`config.mk`:
```
export PLATFORM = sky130hd
export DESIGN_NAME = llsc_monitor
export DESIGN_NICKNAME = d
export VERILOG_FILES = /design/src/rtl/llsc_monitor.sv
export SDC_FILE = /design/constraint.sdc
export NUM_CORES = 1
export LEC_CHECK = 0
export ABC_AREA = 1
export BUFFER_PORTS_ARGS = -buffer_cell sky130_fd_sc_hd__buf_2
export CORE_ASPECT_RATIO = 1.2
export CORE_MARGIN = 1.5
export CORE_UTILIZATION = 57
export DETAILED_ROUTE_END_ITERATION = 10
export PLACE_DENSITY_LB_ADDON = 0.15
export SLEW_MARGIN = 0
export SYNTH_ARGS = -nofsm -noshare
export SYNTH_HDL_FRONTEND = slang
export SYNTH_SLANG_ARGS = --single-unit
```
`constraint.sdc`:
```
create_clock -name clk -period 1.9 [get_ports clk]
set_input_delay 0.285 -clock clk [delete_from_list [all_inputs] [get_ports clk]]
set_output_delay 0.285 -clock clk [all_outputs]
set_load 0.02 [all_outputs]
```
`src/rtl/llsc_monitor.sv`:
```
module llsc_monitor #(
  parameter int NUM_REQ = 4,
  parameter int LINE_W  = 26,
  parameter int VAL_W   = 64,
  localparam int ID_W   = (NUM_REQ > 1) ? $clog2(NUM_REQ) : 1
) (
  input  logic              clk,
  input  logic              rst_n,
  input  logic              test_mode,
  input  logic              cmp_valid,
  input  logic [3:0]        cmp_kind,
  input  logic [LINE_W-1:0] cmp_line,
  input  logic [ID_W-1:0]   cmp_req,
  input  logic              cmp_present,
  input  logic              inv_valid,
  input  logic [LINE_W-1:0] inv_line,
  input  logic [3:0]        iss_kind,
  output logic [2:0]        iss_class,
  output logic              rsp_valid,
  output logic              rsp_ok,
  output logic [VAL_W-1:0]  rsp_value,
  output logic              lock_blk,
  output logic              lock_unblk,
  output logic [LINE_W-1:0] lock_line
);
  localparam logic [3:0] K_LOAD = 4'd0, K_FETCH = 4'd1, K_STORE = 4'd2,
                         K_ATOM = 4'd3, K_RMWR = 4'd4, K_RMWW = 4'd5,
                         K_LL = 4'd6, K_SC = 4'd7, K_LKRD = 4'd8,
                         K_LKWR = 4'd9, K_FLUSH = 4'd10;

  logic [NUM_REQ-1:0]             rv_q, rv_inv, rv_d, line_eq, is_me;
  logic [NUM_REQ-1:0][LINE_W-1:0] rl_q, rl_d;

  wire is_wr   = cmp_valid && cmp_kind != K_LOAD && cmp_kind != K_FETCH;
  wire upd     = is_wr && !test_mode;
  wire own_hit = |(rv_inv & line_eq & is_me);
  wire ok      = test_mode || cmp_kind != K_SC || own_hit;

  for (genvar i = 0; i < NUM_REQ; i++) begin : g_ent
    assign line_eq[i] = rl_q[i] == cmp_line;
    assign is_me[i]   = cmp_req == ID_W'(i);
    assign rv_inv[i]  = rv_q[i] && !(inv_valid && rl_q[i] == inv_line);

    always_comb begin
      rv_d[i] = rv_inv[i];
      rl_d[i] = rl_q[i];
      if (upd) begin
        if (cmp_kind == K_LL) begin
          if (is_me[i]) begin
            rv_d[i] = 1'b1;
            rl_d[i] = cmp_line;
          end else if (line_eq[i]) begin
            rv_d[i] = 1'b0;
          end
        end else if (cmp_kind == K_SC) begin
          if (line_eq[i]) rv_d[i] = 1'b0;
        end else if (is_me[i] && line_eq[i] && cmp_present) begin
          rv_d[i] = 1'b0;
        end
      end
    end
  end

  always_ff @(posedge clk) begin
    if (!rst_n) begin
      rv_q       <= '0;
      rl_q       <= '0;
      rsp_valid  <= 1'b0;
      rsp_ok     <= 1'b0;
      lock_blk   <= 1'b0;
      lock_unblk <= 1'b0;
      lock_line  <= '0;
    end else begin
      rv_q       <= rv_d;
      rl_q       <= rl_d;
      rsp_valid  <= is_wr;
      rsp_ok     <= is_wr && ok;
      lock_blk   <= cmp_valid && cmp_kind == K_LKRD;
      lock_unblk <= cmp_valid && cmp_kind == K_LKWR;
      if (cmp_valid && (cmp_kind == K_LKRD || cmp_kind == K_LKWR))
        lock_line <= cmp_line;
    end
  end

  assign rsp_value = VAL_W'(rsp_ok);

  always_comb begin
    unique case (iss_kind)
      K_FETCH:                                   iss_class = 3'd0;
      K_LOAD:                                    iss_class = 3'd1;
      K_STORE, K_RMWR, K_RMWW, K_LKRD, K_LKWR:   iss_class = 3'd2;
      K_LL, K_SC, K_ATOM:                        iss_class = 3'd3;
      K_FLUSH:                                   iss_class = 3'd4;
      default:                                   iss_class = 3'd7;
    endcase
  end
endmodule

```
==> results.tsv <==
metric	value	unit
most used cell, CP	nor2_1	
CP Launch Type	flip-flop	
non-filler cells, final	1629	
critical path arrival	2.11	ns
Area Overhead vs Synth	11.37	%
LEAKAGE	4.577	nW
Reg area	0.002763	mm^2
CTS Hold Bufs	0	
Fill cells	1442	
area occupied by multi-input gates	0.004782	mm^2
synthesized flop and latch total	138	
Yosys cell types	29	
I/O pin total	165	
Die ar.	0.01595	mm^2
FMAX	0.5760	GHz
number of global-route vias before repair	7339	
setup bufs post-CTS	0	
die width	115.5	um
Mapped Area	0.008661	mm^2
diode count	0	
initial antenna violation count	0	
met2 usage	53.75	%
Starting Density	58.13	%
layout cells sized above 1	12.14	%
Vias	8410	
M3 GR Usage	6.225	%
fin util	64.74	%
Total GRT Usage	33.04	%
Pre-antenna DRT Iters	8	
first-pass GRT wire length	39810	um
clock sink count	138	
Gate Count Post-Synth	1344	
I/O Buffers	101	
Ys Warns	0	
grt total ovfl	0	
Top Usage Layer GRT	met2	
Mean Syn Cell Area	6.444	um^2
die height	138.0	um
CTS buffer count	17	
DR iter-0 viols	643	
final-report max-slew violation count	0	
dpl ws	0.1155	ns
clk buf depth	2	
VDD IR-drop max	0.0005344	V
CP max stage delay	0.39	ns
largest net degree at the start of global routing	60	
Fin. Hold Viols	0	
Residual DRC	0	
maxcap violations	0	
PD cells	751.6	mW/mm^2
CTS Root Cell	clkbuf_16	
Detailed Route WL	25850	um
CP endpoint kind	flip-flop	
drt wl/cell	15.87	um
dpl cells	1597	
H-tree Lvls	4	
post-DP HPWL	19340	um
Tcrit/Tclk final	91.38	%
kind of critical path	flip-flop to flip-flop	
Final ANT Viol Nets	0	
outcome	finished, final reports clean	
fin worst setup slack	0.1638	ns
CTS tree	done	
nets	1482	
met1 Resource Use GR	42.14	%
vias per cell	5.163	
min Tclk post-route	1.736	ns
CP Data Required Time	2.27	ns
clock skew	0.008947	ns
Core Footprint	0.01490	mm^2
Crit-path slowest cell	dfxtp_1	
# setup viols final	0	
Reg clk slew, reported paths	0.06	ns
RSZ-0062 raised after global routing	no	
row cnt	49	
clock latency on the worst-skew pair	0.44	ns
CP Cell Sequence	inv_1 -> nand2_1 -> nand2_1 -> nor2_1 -> nand2_1 -> nor2_1 -> nand3_1 -> nor2_1 -> nand2_1 -> nand3_1 -> nor2_1 -> nor2_1	
worst min path class	input port to flip-flop	
routability cong.	1.022	
Crit Path Max Fanout	3	
Worst Path Buf+Inv	1	
post_cts resized	0	
Top Family by Delay on Critical Path	simple AND/OR/NAND/NOR gates	
sequential element share of the synthesized area	31.90	%
setup TNS	0	ns
registers in the layout, summed over array words and instances, names as in the netlist:
signal      flops
rl_q          104
rv_q            4
rsp_ok          1
lock_unblk      1
rsp_valid       1
lock_blk        1
lock_line      26
area by class of cell:
cell class	instances	share of cell area, %
Timing Repair Buffer	118	7.342
Clock inverter	14	1.596
Sequential cell	138	28.64
Multi-Input combinational cell	992	49.58
Tap cell	204	2.646
Clock buffer	18	4.553
Inverter	145	5.643
Yosys cell counts:
master | number | area, um^2
nor4_2 | 1 | 12.51
xor2_1 | 61 | 534.3
a21oi_1 | 104 | 520.5
xnor2_1 | 33 | 289.0
nand2_2 | 3 | 18.77
inv_1 | 142 | 533.0
buf_4 | 68 | 510.5
nand3_1 | 21 | 105.1
dfxtp_1 | 138 | 2763
buf_2 | 29 | 145.1
nor3_1 | 6 | 30.03
ha_1 | 2 | 25.02
buf_6 | 4 | 45.04
a211oi_1 | 11 | 82.58
o21ai_0 | 126 | 630.6
nand4_1 | 9 | 56.30
nor2_8 | 1 | 20.02
o21ai_1 | 4 | 20.02
nand3_2 | 1 | 10.01
and3_1 | 1 | 6.260
clkbuf_1 | 30 | 112.6
inv_2 | 3 | 11.26
a211oi_2 | 11 | 137.6
conb_1 | 1 | 3.750
nand2_1 | 342 | 1284
nor2_1 | 189 | 709.4
nor3_4 | 1 | 16.27
nand3_4 | 1 | 17.52
nor2_4 | 1 | 11.26
layout by cell type (no fill, tap or decap), types with 2 or more instances in the layout:
cell type,instances
a211oi_1,11
a211oi_2,11
a21oi_1,104
buf_12,6
buf_2,101
buf_4,11
bufinv_16,3
clkbuf_16,17
clkinv_2,8
clkinvlp_4,2
conb_1,63
dfxtp_1,138
ha_1,2
inv_1,142
inv_2,3
nand2_1,342
nand2_2,3
nand3_1,21
nand4_1,9
nor2_1,189
nor3_1,6
o21ai_0,126
o21ai_1,4
xnor2_1,33
xor2_1,61
routing by layer:
| layer | vias up | share of wire (%) | routed length, um |
|---|---|---|---|
| met5 | - | 0 | 0 |
| met4 | 0 | 4.1 | 1053 |
| met3 | 68 | 7.5 | 1934 |
| met2 | 374 | 48 | 12320 |
| met1 | 3772 | 41 | 10550 |
| li1 | 4196 | - | - |
metrics by stage:
step	hold slack, ns	power [mW]	cell area, um^2
after floorplan	0.3643	3.716	8894
after global placement	0.4780	3.903	9052
after detailed placement	0.4831	3.907	9052
after CTS	0.1641	7.260	9646
after global routing	0.1854	7.472	9646
final	0.1751	7.249	9646
cells by family (layout without fill, tap and decap cells):
kind of cell,count (synthesis),count (layout),share of synthesized area [%]
buf+inv,276,295,15.67
fa+ha+maj,2,2,0.2889
compound gates,256,256,16.06
flops,138,138,31.90
other cells,1,63,0.04330
simple gates,577,577,26.52
xor+xnor,94,94,9.506
path summary, 6_finish.rpt:
path / startpoint / endpoint / slack, ns / depth (start not counted)
worst max register to register: rl_q[30] / rsp_ok / 0.16 / 12
worst min register to register: rl_q[40] / rl_q[40] / 0.49 / 2
worst min-delay path: cmp_kind[0] / lock_blk / 0.18 / 2
worst max-delay path: rl_q[30] / rsp_ok / 0.16 / 12
power by group:
| group | total [mW] | switching (mW) | internal, mW |
|---|---|---|---|
| Sequential | 2.94 | 0.0173 | 2.92 |
| Clock | 3.39 | 1.31 | 2.08 |
| Combinational | 0.921 | 0.655 | 0.266 |
| Total | 7.25 | 1.98 | 5.27 |
No activity file was read; power rests on OpenSTA's default activity.
